$ cat config.mk
export PLATFORM = sky130hd
export DESIGN_NAME = wdog_two_stage
export DESIGN_NICKNAME = d
export VERILOG_FILES = /design/src/rtl/wdog_pkg.sv /design/src/rtl/wdog_regs.sv /design/src/rtl/wdog_core.sv /design/src/rtl/wdog_two_stage.sv
export SDC_FILE = /design/constraint.sdc
export NUM_CORES = 1
export LEC_CHECK = 0
export ABC_AREA = 1
export BUFFER_PORTS_ARGS = -buffer_cell sky130_fd_sc_hd__clkbuf_2
export CORE_MARGIN = 5
export CORE_UTILIZATION = 37
export CTS_CLUSTER_DIAMETER = 100
export DETAILED_ROUTE_END_ITERATION = 10
export PLACE_DENSITY = 0.6
export SLEW_MARGIN = 20
export SYNTH_ARGS = -nofsm -noshare
export SYNTH_HDL_FRONTEND = slang
export SYNTH_SLANG_ARGS = --single-unit
$ cat constraint.sdc
create_clock -name clk -period 5.7 [get_ports clk]
set_clock_uncertainty 0.2 [all_clocks]
set_input_delay 1.14 -clock clk [delete_from_list [all_inputs] [get_ports clk]]
set_output_delay 1.14 -clock clk [all_outputs]
set_load 0.01 [all_outputs]
$ cat src/rtl/wdog_pkg.sv
package wdog_pkg;
  localparam int BUS_AW = 8;
  localparam int BUS_DW = 32;

  localparam logic [BUS_AW-1:0] OFS_KICK = 8'h04;
  localparam logic [BUS_AW-1:0] OFS_CTRL = 8'h08;
  localparam logic [BUS_AW-1:0] OFS_STAT = 8'h0C;
  localparam logic [BUS_AW-1:0] OFS_WARN = 8'h10;
  localparam logic [BUS_AW-1:0] OFS_FIRE = 8'h14;

  typedef struct packed {
    logic kick;
    logic ctrl;
    logic stat;
    logic warn;
    logic fire;
  } wr_sel_t;

  function automatic wr_sel_t decode_wr(input logic [BUS_AW-1:0] a, input logic we);
    wr_sel_t s;
    s.kick = we && (a == OFS_KICK);
    s.ctrl = we && (a == OFS_CTRL);
    s.stat = we && (a == OFS_STAT);
    s.warn = we && (a == OFS_WARN);
    s.fire = we && (a == OFS_FIRE);
    return s;
  endfunction
endpackage

$ cat src/rtl/wdog_regs.sv
module wdog_regs
  import wdog_pkg::*;
#(
  parameter int CNT_W = 28
) (
  input  logic              clk,
  input  logic              por_n,
  input  logic              core_rst_n,
  input  logic [BUS_AW-1:0] addr,
  input  logic              we,
  input  logic [BUS_DW-1:0] wdata,
  input  logic              bite_hit,
  output logic [BUS_DW-1:0] rdata,
  output logic              kick,
  output logic              enable,
  output logic [CNT_W-1:0]  warn_thr,
  output logic [CNT_W-1:0]  fire_thr,
  output logic              cause
);
  wr_sel_t sel;
  logic    unused_wdata;

  assign sel          = decode_wr(addr, we);
  assign kick         = sel.kick && wdata[0];
  assign unused_wdata = ^wdata;

  always_ff @(posedge clk or negedge core_rst_n) begin
    if (!core_rst_n) begin
      enable   <= 1'b0;
      warn_thr <= '0;
      fire_thr <= '0;
    end else begin
      if (sel.ctrl) enable   <= wdata[0];
      if (sel.warn) warn_thr <= wdata[CNT_W-1:0];
      if (sel.fire) fire_thr <= wdata[CNT_W-1:0];
    end
  end

  // cause flag lives on power-on reset only
  always_ff @(posedge clk or negedge por_n) begin
    if (!por_n)                      cause <= 1'b0;
    else if (bite_hit)               cause <= 1'b1;
    else if (sel.stat && wdata[0])   cause <= 1'b0;
  end

  always_comb begin
    unique case (addr)
      OFS_CTRL: rdata = BUS_DW'(enable);
      OFS_STAT: rdata = BUS_DW'(cause);
      OFS_WARN: rdata = BUS_DW'(warn_thr);
      OFS_FIRE: rdata = BUS_DW'(fire_thr);
      default:  rdata = '0;
    endcase
  end

  // a bite always leaves the flag set, even against a clear write
  a_r10_set_wins: assert property (@(posedge clk) disable iff (!por_n)
    bite_hit |=> cause);

  // clear write without a bite drops the flag
  a_r10_w1c: assert property (@(posedge clk) disable iff (!por_n)
    (sel.stat && wdata[0] && !bite_hit) |=> !cause);
endmodule

$ cat src/rtl/wdog_core.sv
module wdog_core #(
  parameter int CNT_W = 28
) (
  input  logic             clk,
  input  logic             rst_n,
  input  logic             tick,
  input  logic             enable,
  input  logic             kick,
  input  logic [CNT_W-1:0] warn_thr,
  input  logic [CNT_W-1:0] fire_thr,
  output logic             bite_hit,
  output logic             bark_irq,
  output logic             reset_req
);
  localparam logic [CNT_W-1:0] CNT_MAX = {CNT_W{1'b1}};

  function automatic logic [CNT_W-1:0] sat_inc(input logic [CNT_W-1:0] c);
    return (c == CNT_MAX) ? c : c + 1'b1;
  endfunction

  function automatic logic at_thr(input logic [CNT_W-1:0] c, input logic [CNT_W-1:0] t);
    return (t != '0) && (c == t);
  endfunction

  logic [CNT_W-1:0] cnt;
  logic             halted;
  logic             bark_hit;
  logic             advance;

  assign bark_hit = enable && !kick && at_thr(cnt, warn_thr);
  assign bite_hit = enable && !kick && !halted && at_thr(cnt, fire_thr);
  assign advance  = enable && !halted && !bite_hit && tick;

  always_ff @(posedge clk or negedge rst_n) begin
    if (!rst_n) begin
      cnt       <= '0;
      halted    <= 1'b0;
      bark_irq  <= 1'b0;
      reset_req <= 1'b0;
    end else begin
      reset_req <= bite_hit;
      if (kick) begin
        cnt    <= '0;
        halted <= 1'b0;
      end else begin
        if (advance)  cnt    <= sat_inc(cnt);
        if (bite_hit) halted <= 1'b1;
      end
      if (kick || !enable) bark_irq <= 1'b0;
      else if (bark_hit)   bark_irq <= 1'b1;
    end
  end

  a_r8_no_wrap: assert property (@(posedge clk) disable iff (!rst_n)
    (cnt == CNT_MAX && !kick) |=> (cnt == CNT_MAX));

  a_r3_hold_when_idle: assert property (@(posedge clk) disable iff (!rst_n)
    ((!enable || halted || !tick) && !kick) |=> $stable(cnt));

  a_r5_single_pulse: assert property (@(posedge clk) disable iff (!rst_n)
    reset_req |=> !reset_req);

  a_r9_restart_wins: assert property (@(posedge clk) disable iff (!rst_n)
    kick |=> (!bark_irq && !reset_req && cnt == '0));

  a_r4_bark_sticky: assert property (@(posedge clk) disable iff (!rst_n)
    (bark_irq && enable && !kick) |=> bark_irq);

  a_r5_stop_after_bite: assert property (@(posedge clk) disable iff (!rst_n)
    (reset_req && !kick) |-> halted);
endmodule

$ cat src/rtl/wdog_two_stage.sv
module wdog_two_stage
  import wdog_pkg::*;
#(
  parameter int CNT_W = 28
) (
  input  logic              clk,
  input  logic              por_n,
  input  logic              sys_rst_n,
  input  logic              tick,
  input  logic [BUS_AW-1:0] bus_addr,
  input  logic              bus_we,
  input  logic [BUS_DW-1:0] bus_wdata,
  output logic [BUS_DW-1:0] bus_rdata,
  output logic              bark_irq,
  output logic              reset_req
);
  logic             core_rst_n;
  logic             kick;
  logic             enable;
  logic             cause;
  logic             bite_hit;
  logic [CNT_W-1:0] warn_thr;
  logic [CNT_W-1:0] fire_thr;

  assign core_rst_n = por_n && sys_rst_n;

  wdog_regs #(.CNT_W(CNT_W)) u_regs (
    .clk        (clk),
    .por_n      (por_n),
    .core_rst_n (core_rst_n),
    .addr       (bus_addr),
    .we         (bus_we),
    .wdata      (bus_wdata),
    .bite_hit   (bite_hit),
    .rdata      (bus_rdata),
    .kick       (kick),
    .enable     (enable),
    .warn_thr   (warn_thr),
    .fire_thr   (fire_thr),
    .cause      (cause)
  );

  wdog_core #(.CNT_W(CNT_W)) u_core (
    .clk       (clk),
    .rst_n     (core_rst_n),
    .tick      (tick),
    .enable    (enable),
    .kick      (kick),
    .warn_thr  (warn_thr),
    .fire_thr  (fire_thr),
    .bite_hit  (bite_hit),
    .bark_irq  (bark_irq),
    .reset_req (reset_req)
  );

  // the request and the cause flag appear on the same edge
  a_r5_cause_with_req: assert property (@(posedge clk) disable iff (!core_rst_n)
    reset_req |-> cause);
endmodule

==> results of run 1 <==
-- critical path, stage by stage --
cell,delay [ns]
clkbuf_2,0.08
nor2_1,0.17
nand2_1,0.07
nor2_1,0.23
nand2_1,0.09
buf_4,0.22
clkinv_1,0.24
nand2_1,0.07
o21ai_0,0.12
clkbuf_2,0.19
-- cell type report --
class / instances / area (µm²)
Clock buffer: 10 / 239
Tap cell: 216 / 270
Multi-Input combinational cell: 625 / 2910
Clock inverter: 6 / 66.3
Timing Repair Buffer: 76 / 395
Fill cell: 1696 / 9100
Inverter: 133 / 502
Sequential cell: 89 / 2230
-- flip-flops by register name (all words and copies together) (netlist names) --
name              flops
u_core.reset_req      1
u_regs.warn_thr      28
u_regs.cause          1
u_core.bark_irq       1
u_regs.enable         1
u_core.halted         1
u_core.cnt           28
u_regs.fire_thr      28
-- worst paths after layout --
kind / startpoint / endpoint / slack (ns) / depth (start not counted)
worst max-delay path: bus_addr[7] / bus_rdata[18] / 1.75 / 10
worst min-delay path: u_regs.cause / u_regs.cause / 0.29 / 2
worst max register to register: u_core.cnt[0] / u_core.cnt[10] / 2.96 / 14
worst min register to register: u_regs.cause / u_regs.cause / 0.29 / 2
max in group asynchronous: por_n / u_regs.fire_thr[24] / 3.49 / 4
min in group asynchronous: por_n / u_regs.cause / 0.36 / 1
-- synthesized netlist by cell type (2+ instances only) --
library cell | instances | area share (%)
xnor2_1 | 9 | 1.3
inv_1 | 126 | 8.1
nand2_1 | 298 | 19
nand4_1 | 19 | 2.0
inv_2 | 4 | 0.26
buf_4 | 4 | 0.51
nor3_1 | 23 | 2.0
xor2_1 | 24 | 3.6
buf_2 | 16 | 1.4
nand2_4 | 3 | 0.58
buf_8 | 3 | 0.77
clkbuf_1 | 16 | 1.0
dfrtp_1 | 89 | 38
o21ai_0 | 69 | 5.9
nor2_1 | 83 | 5.3
nand3_1 | 53 | 4.5
o22ai_1 | 17 | 1.8
nor4_1 | 5 | 0.54
clkinv_1 | 2 | 0.13
a21oi_1 | 5 | 0.43
nand3_2 | 2 | 0.34
-- power breakdown --
part	leakage (nW)	total, mW	internal (mW)	switching (mW)
registers	1.22	0.680	0.652	0.0282
logic	2.06	0.148	0.0559	0.0924
clock network	0.141	0.610	0.352	0.257
-- metal layers --
metal,vias to the layer above,share of wire [%]
met4,0,4.5
met1,2568,44
met3,42,5.9
li1,2856,-
met2,180,46
met5,-,0
-- through the flow --
stage | power [mW] | cells | hold WS (ns) | utilization [%] | setup WS [ns]
final | 1.44 | 1155 | 0.287 | 42.1 | 1.75
after global routing | 1.50 | 1155 | 0.310 | 42.1 | 1.60
after CTS | 1.45 | 1155 | 0.288 | 42.1 | 1.75
after detailed placement | 0.840 | 1139 | 0.272 | 40.1 | 1.75
after global placement | 0.839 | 1139 | 0.274 | 40.1 | 1.75
after floorplan | 0.783 | 886 | 0.250 | - | 2.04
-- cell families after synthesis --
| family | count (synthesis) | synth area share, % |
|---|---|---|
| AOI/OAI and AO/OA | 94 | 8.59 |
| and+or+nand+nor | 493 | 35.8 |
| xor gates and xnor gates | 33 | 4.95 |
| DFF | 89 | 38.1 |
| other | 1 | 0.0642 |
| buffers and inverters | 172 | 12.3 |
| adders and majority gates | 1 | 0.214 |
-- cell usage in the layout (no fill, tap or decap), types with 5 or more instances in the layout --
cell / instances
nand2_1: 298
inv_1: 125
dfrtp_1: 89
nor2_1: 83
clkbuf_2: 70
o21ai_0: 69
nand3_1: 53
xor2_1: 24
nor3_1: 23
nand4_1: 19
o22ai_1: 17
xnor2_1: 9
clkbuf_16: 9
buf_4: 6
nor4_1: 5
a21oi_1: 5
==> results by group, run 1 <==
Route
  • Via count: 5,646
  • Overall routed net length: 18,300 µm
  • Post-route ant nets: 0
  • Via-to-Cell Ratio: 4.89
  • Pre-Repair DR Iteration Count: 6
  • DR DRC count: 0
  • Wire per inst: 15.9 µm
  • Initial drt markers: 390

Floorplanning
  • FP Rows: 46
  • Die height: 136 µm
  • Initial core utilization: around 37%
  • I/O pin count: 79
  • Full die area: 18,400 µm²
  • DIE WIDTH: 136 µm
  • Core area: 15,700 µm²

Global routing
  • Largest net degree at the start of global routing: 55
  • Met1 global-route usage: between 20% and 30%
  • Gr ovfl total: 0
  • GR Util met3: about 3.0%
  • Met2 usage: 33.1%
  • Total track usage: between 20% and 30%
  • Initial antenna violation count: 0
  • GRT busiest layer: met2
  • First-pass GRT wire length: 29,700 µm
  • Vias in the first global route: 5,392

Power
  • VDD IR max: 0.180 mV
  • Pwr Density: ~220 nW/µm²
  • Static Leak: 3.43 nW

Yosys
  • Yosys warning total: 0
  • Asr flop ratio synth: 100%
  • EDFF count, synth: 0
  • Cells after Synth: 883
  • Post-synthesis register bit count: 89
  • Yosys cell types: 34
  • Synthesized cell area: 5840 µm²
  • Post-synthesis sequential area ratio: 38.1%
  • Ys flop type: dfrtp_1
  • Avg Cell Area, Syn: 6.61 µm²

STA
  • Slew @ Worst Pin: 0.756 ns
  • Max-slew violation count: 0
  • Hold Vio Cnt, Final: 0
  • Rel. slew slack: 49.6%
  • Final Setup Violations: 0
  • Setup tns final: 0 ns
  • Crit path time final: 3.95 ns
  • RSZ-0062 raised after global routing: false
  • Final Cycle Share: slightly below 70%
  • Fmax: 253 MHz

Clock network
  • TritonCTS Buffers: 9
  • Clock buffer depth: 2
  • Num Clock Sinks: 89
  • Htree depth: 3
  • Hold buffer count at CTS: 0
  • CTS tree: done
  • CTS resizes: 0
  • Post-CTS Setup Inserts: 0
  • Clock-pin slew on the worst setup and hold paths: 0.06 ns
  • Clock root buffer: clkbuf_16
  • Clock Latency Late Sink: 0.35 ns

Place
  • GPL Wtd Cong: between 0.9 and 1
  • Port Buf Inserts: 70
  • Area post-placement: 6300 µm²
  • Hpwl dp: 14,300 µm

Critical path
  • CP max FO: 21
  • CP Capture Type: output port
  • WS Path Type: primary input to output port
  • CP Data Required Time: 4.36 ns
  • Crit path arrival time: 2.61 ns
  • Startpoint Class: primary input

Final layout
  • Post-Layout Inst Area: 6610 µm²
  • Area growth, synth to finish: 13.2%
  • Nets: 980
  • Share of cells above drive strength 1: between 10 and 15%
  • ANT cells: 0

Outcome
  • Status: complete, no violations

Job
  • Number of max-cap violations: 0

Min path
  • Min-Delay Path Class: register to register
No activity file was read; power rests on OpenSTA's default activity.
==> run 2, diff against run 1 <==
--- a/config.mk
+++ b/config.mk
@@ -11,7 +11,7 @@
 export CORE_UTILIZATION = 37
 export CTS_CLUSTER_DIAMETER = 100
 export DETAILED_ROUTE_END_ITERATION = 10
-export PLACE_DENSITY = 0.6
+export PLACE_DENSITY = 0.62
 export SLEW_MARGIN = 20
 export SYNTH_ARGS = -nofsm -noshare
 export SYNTH_HDL_FRONTEND = slang
==> constraint.sdc (replaced) <==
create_clock -name clk -period 3.35 [get_ports clk]
set_clock_uncertainty 0.2 [all_clocks]
set_input_delay 0.67 -clock clk [delete_from_list [all_inputs] [get_ports clk]]
set_output_delay 0.67 -clock clk [all_outputs]
set_load 0.01 [all_outputs]
==> run 2 against run 1 <==
Non-clock buffer count increased by 6. First-iteration DRC count increased by 17%. Utilization increased by 0.36 points. Via count increased by 1.9%. Sequential share of layout area decreased by 0.28 points. Global-route usage about the same. Wire length increased by 1.5%. Clock-buffer cell count decreased by 1. Worst hold slack got worse by 0.0035 ns. Sequential cell count unchanged. Die area unchanged. Highest routed layer unchanged.
==> results by group, run 2 (synthesized netlist as in run 1, its figures left out) <==
Outcome
  • Status: complete, no violations

Clock network
  • Clock Latency Late Sink: 0.36 ns
  • Clock-pin slew on the worst setup and hold paths: around 0.060 ns
  • Clock buffer depth: 2
  • Post-CTS Setup Inserts: 0
  • Num Clock Sinks: 89
  • Htree depth: 3
  • CTS tree: done
  • Clock root buffer: clkbuf_16
  • TritonCTS Buffers: 9

Power
  • Total Power: 2.46 mW
  • VDD IR max: about 0.26 mV
  • Pwr Density: around 370 nW/µm²
  • Static Leak: around 3.5 nW

Route
  • Pre-Repair DR Iteration Count: 5
  • Via-to-Cell Ratio: 4.95
  • DR DRC count: 0
  • Post-route ant nets: 0
  • Initial drt markers: around 460
  • Via count: 5,752
  • Wire per inst: 16.0 µm
  • Overall routed net length: around 19,000 µm

Place
  • Hpwl dp: 14,500 µm
  • GPL Wtd Cong: 0.971
  • Pre-CTS setup slack: 0.308 ns
  • Port Buf Inserts: 70

STA
  • Fmax: 329 MHz
  • Hold Vio Cnt, Final: 0
  • Crit path time final: 3.04 ns
  • Final Cycle Share: 90.7%
  • Max-slew violation count: 0
  • Rel. slew slack: between 40% and 50%
  • Setup tns final: 0 ns
  • Final worst slack: just over 0.3 ns
  • RSZ-0062 raised after global routing: false
  • Slew @ Worst Pin: 0.836 ns
  • Final Setup Violations: 0

Floorplanning
  • Die height: 136 µm
  • FP Rows: 46
  • Core area: 15,700 µm²
  • I/O pin count: 79
  • Full die area: between 15,000 and 20,000 µm²
  • Initial core utilization: 37.2%
  • DIE WIDTH: 136 µm

Final layout
  • Most frequent cells in the layout: nand2_1 (298), inv_1 (125), dfrtp_1 (89)
  • Nets: 986
  • Top flop regs: u_core.cnt x28, u_regs.fire_thr x28, u_regs.warn_thr x28
  • Share of cells above drive strength 1: 12.1%
  • Area growth, synth to finish: 14.1%
  • ANT cells: 0
  • Most common cell after layout, fill and taps aside: nand2_1

Critical path
  • Crit path arrival time: 2.17 ns
  • CP max FO: 19
  • Number of buffers and inverters on the critical path: 4
  • WS Path Type: primary input to output port
  • CP cell instances: clkbuf_2 > nor2_1 > inv_1 > nor3_1 > nand2_1 > buf_4 > o21ai_0 > clkbuf_2
  • Slowest stage delay, CP: 0.29 ns
  • Startpoint Class: primary input
  • CP Capture Type: output port
  • Family with the most delay on the worst path: simple AND/OR/NAND/NOR gates
  • CP dominant cell by count: clkbuf_2
  • CP Data Required Time: ~2.5 ns
  • CP Depth: 8
  • Slowest-stage cell, CP: nor3_1
  • Worst r2r path cells: 14

Global routing
  • Largest net degree at the start of global routing: between 50 and 60
  • Total track usage: 20.9%
  • Initial antenna violation count: 0
  • First-pass GRT wire length: 29,600 µm
  • Gr ovfl total: 0
  • Vias in the first global route: around 5,600

Job
  • Number of max-cap violations: 0

Min path
  • Hold depth: 2
  • Min-Delay Path Class: register to register
## run 2: repair_timing
action                     CTS  global route
hold buffers                 1             0
hold endpoints to repair     1             0
setup endpoints to repair    0             0
resized for setup            0             0
## run 2: routing by layer
| metal | track usage, % | share of wire [%] |
|---|---|---|
| met1 | 27.7 | 44 |
| met2 | 33.0 | 45 |
| met3 | 3.75 | 6.0 |
| met4 | 10.4 | 5.0 |
| met5 | 0 | 0 |
## run 2: power by group
part           internal, mW  total [mW]  leakage, nW  switching (mW)
Clock                 0.585        1.04        0.143           0.459
Combinational        0.0977       0.259         2.10           0.161
Sequential             1.11        1.16         1.22          0.0491
## run 2: final cells by class
type / instances / area [µm²]
fillers: 1665 / 9050
multi-input cells: 625 / 2910
flip-flops and latches: 89 / 2230
inverters: 133 / 502
repair buffers: 82 / 455
well taps: 216 / 270
clock buffers: 9 / 225
clock inverters: 7 / 76.3
## run 2: path summary, 6_finish.rpt
| path | from | endpoint | slack, ns |
|---|---|---|---|
| setup / recovery | bus_addr[1] | bus_rdata[22] | 0.31 |
| hold reg to reg | u_regs.cause | u_regs.cause | 0.28 |
| max in group asynchronous | por_n | u_regs.fire_thr[23] | 1.38 |
| setup reg to reg | u_core.cnt[0] | u_core.cnt[2] | 0.67 |
| hold / removal | u_regs.cause | u_regs.cause | 0.28 |
| min in group asynchronous | sys_rst_n | u_core.cnt[20] | 0.30 |
## run 2: tightest hold or removal path, cell delays in order, from the launching register on
cell	delay, ns
dfrtp_1	0.34
nand2_1	0.05
nand2_1	0.06
## run 2: metrics by stage
stage	cell area (µm²)	utilization, %	std cells	hold slack [ns]
2_1_floorplan	5850	-	886	0.174
3_3_place_gp	6350	40.4	1144	0.254
3_5_place_dp	6350	40.4	1144	0.256
4_1_cts	6670	42.4	1161	0.289
5_1_grt	6670	42.4	1161	0.316
6_report	6670	42.4	1161	0.284
==> run 3, diff against run 2 <==
--- a/config.mk
+++ b/config.mk
@@ -7,11 +7,13 @@
 export LEC_CHECK = 0
 export ABC_AREA = 1
 export BUFFER_PORTS_ARGS = -buffer_cell sky130_fd_sc_hd__clkbuf_2
+export CORE_ASPECT_RATIO = 1.75
 export CORE_MARGIN = 5
 export CORE_UTILIZATION = 37
 export CTS_CLUSTER_DIAMETER = 100
 export DETAILED_ROUTE_END_ITERATION = 10
 export PLACE_DENSITY = 0.62
+export SKIP_CTS_REPAIR_TIMING = 1
 export SLEW_MARGIN = 20
 export SYNTH_ARGS = -nofsm -noshare
 export SYNTH_HDL_FRONTEND = slang
==> run 3 against run 2 <==
Cell count fell by 2.5%. Critical path depth rose by 1. Total power rose by 1.0%. Sequential power barely moved. Design area fell by 0.66%. Critical path type unchanged.
==> results by group, run 3 (synthesized netlist as in run 1, its figures left out) <==
Outcome
  • Status: complete, no violations

Power
  • Internal power: 1.79 mW
  • Power share of the clock group: a little over two fifths
  • Switching Power: 0.691 mW
  • Sw frac: 27.8%
  • Seq pwr share: between 40 and 50%
  • Pwr Density: 375 nW/µm²
  • VDD IR max: 0.234 mV
  • Static Leak: between 3 and 4 nW
  • Comb pwr share: 10.7%

Floorplanning
  • Core area: 15,500 µm²
  • Die height: 176 µm
  • Initial core utilization: 37.8%
  • FP Rows: 60
  • DIE WIDTH: 105 µm
  • I/O pin count: 79
  • Full die area: 18,500 µm²

Final layout
  • Area of the multi-input gates: 2910 µm²
  • Post-Layout Inst Area: 6620 µm²
  • Final Non-Filler Cells: 1,132
  • Share of cells above drive strength 1: between 10% and 20%
  • Reg area: 2230 µm²
  • ANT cells: 0
  • Nets: ~990
  • Area growth, synth to finish: 13.4%
  • Most common cell after layout, fill and taps aside: nand2_1
  • Top flop regs: u_core.cnt x28, u_regs.fire_thr x28, u_regs.warn_thr x28
  • Fillers: 1,673
  • Util after Layout: 42.8%
  • Most frequent cells in the layout: nand2_1 (298), inv_1 (125), dfrtp_1 (89)

Clock network
  • Clock root buffer: clkbuf_16
  • Clock Latency Late Sink: 0.35 ns
  • CTS tree: done
  • Htree depth: 3
  • TritonCTS Buffers: 9
  • Num Clock Sinks: 89
  • Clock-pin slew on the worst setup and hold paths: 0.07 ns
  • Clock buffer depth: 2

Critical path
  • Startpoint Class: primary input
  • CP Capture Type: output port
  • CP max FO: 21
  • CP Data Required Time: 2.48 ns
  • Crit path arrival time: 2.23 ns
  • Worst r2r path cells: 12
  • FF-to-FF End: u_core.cnt[14]
  • WS Path Type: primary input to output port
  • Critical R2R Launch: u_core.cnt[2]
  • Register-to-register setup slack: 0.91 ns

Route
  • Overall routed net length: 20,200 µm
  • Post-route ant nets: 0
  • Pre-Repair DR Iteration Count: 6
  • DR DRC count: 0
  • Via count: 5,800
  • Initial drt markers: 341
  • Wire per inst: ~18 µm
  • Via-to-Cell Ratio: 5.12

Global routing
  • Vias in the first global route: between 5,000 and 6,000
  • Gr ovfl total: 0
  • Total track usage: a little over a fifth
  • Largest net degree at the start of global routing: 57
  • Initial antenna violation count: 0
  • First-pass GRT wire length: 31,500 µm

Place
  • Inst Count DP: 1,115
  • GPL Wtd Cong: 0.979
  • Hpwl dp: 15,700 µm
  • Port Buf Inserts: 70
  • Area post-placement: approximately 6300 µm²

STA
  • Rel. slew slack: 56.4%
  • Final Cycle Share: 92.4%
  • WHS: about 0.011 ns
  • Max-slew violation count: 0
  • Fmax: 323 MHz
  • Setup tns final: 0 ns
  • Slew @ Worst Pin: 0.654 ns
  • Crit path time final: just over 3 ns
  • Hold Vio Cnt, Final: 0
  • RSZ-0062 raised after global routing: false
  • Final Setup Violations: 0

Job
  • Number of max-cap violations: 0

Min path
  • Min-Delay Path Class: primary input to async pin
## run 3: worst max-delay path by stage
stage / startpoint / to / depth (start not counted)
2_1_floorplan: por_n / u_core.bark_irq / 2
3_3_place_gp: bus_addr[3] / bus_rdata[16] / 9
3_5_place_dp: bus_addr[3] / bus_rdata[16] / 9
4_1_cts: bus_addr[3] / bus_rdata[16] / 9
5_1_grt: bus_addr[1] / bus_rdata[5] / 8
6_report: bus_addr[3] / bus_rdata[16] / 9
## run 3: cell type report
| cell class | instances | area share, % |
|---|---|---|
| timing repair buffer | 83 | 6.80 |
| clock inverter | 7 | 1.13 |
| multi-input combinational | 625 | 43.9 |
| tap | 186 | 3.51 |
| inverter | 133 | 7.58 |
| clock buffer | 9 | 3.40 |
| sequential | 89 | 33.6 |
## run 3: power by group through the flow
stage               clock (mW)  sequential [mW]  combinational [mW]
global placement             0             1.18               0.262
global route              1.12             1.16               0.302
floorplan                    0             1.16               0.175
detailed placement           0             1.18               0.264
finish                    1.06             1.16               0.265
CTS                       1.07             1.16               0.266
## run 3: per-stage QoR
| step | total power, mW | worst slack, ns |
|---|---|---|
| after floorplan | 1.33 | 0.163 |
| after global placement | 1.44 | 0.309 |
| after detailed placement | 1.44 | 0.297 |
| after CTS | 2.50 | 0.289 |
| after global routing | 2.58 | 0.178 |
| final | 2.49 | 0.254 |
## run 3: worst max-delay path, stage by stage
cell	delay (ns)
clkbuf_2	0.10
inv_1	0.06
nand3_1	0.13
inv_1	0.05
nand2_1	0.05
buf_4	0.27
clkinv_1	0.39
a32o_1	0.34
clkbuf_2	0.14
## run 3: layer usage
metal	global-route usage [%]	vias up	routed length, µm
met5	0	-	0
met4	13.9	0	1370
met3	3.11	66	940
met2	38.8	221	10400
met1	24.3	2658	7500
li1	-	2855	-
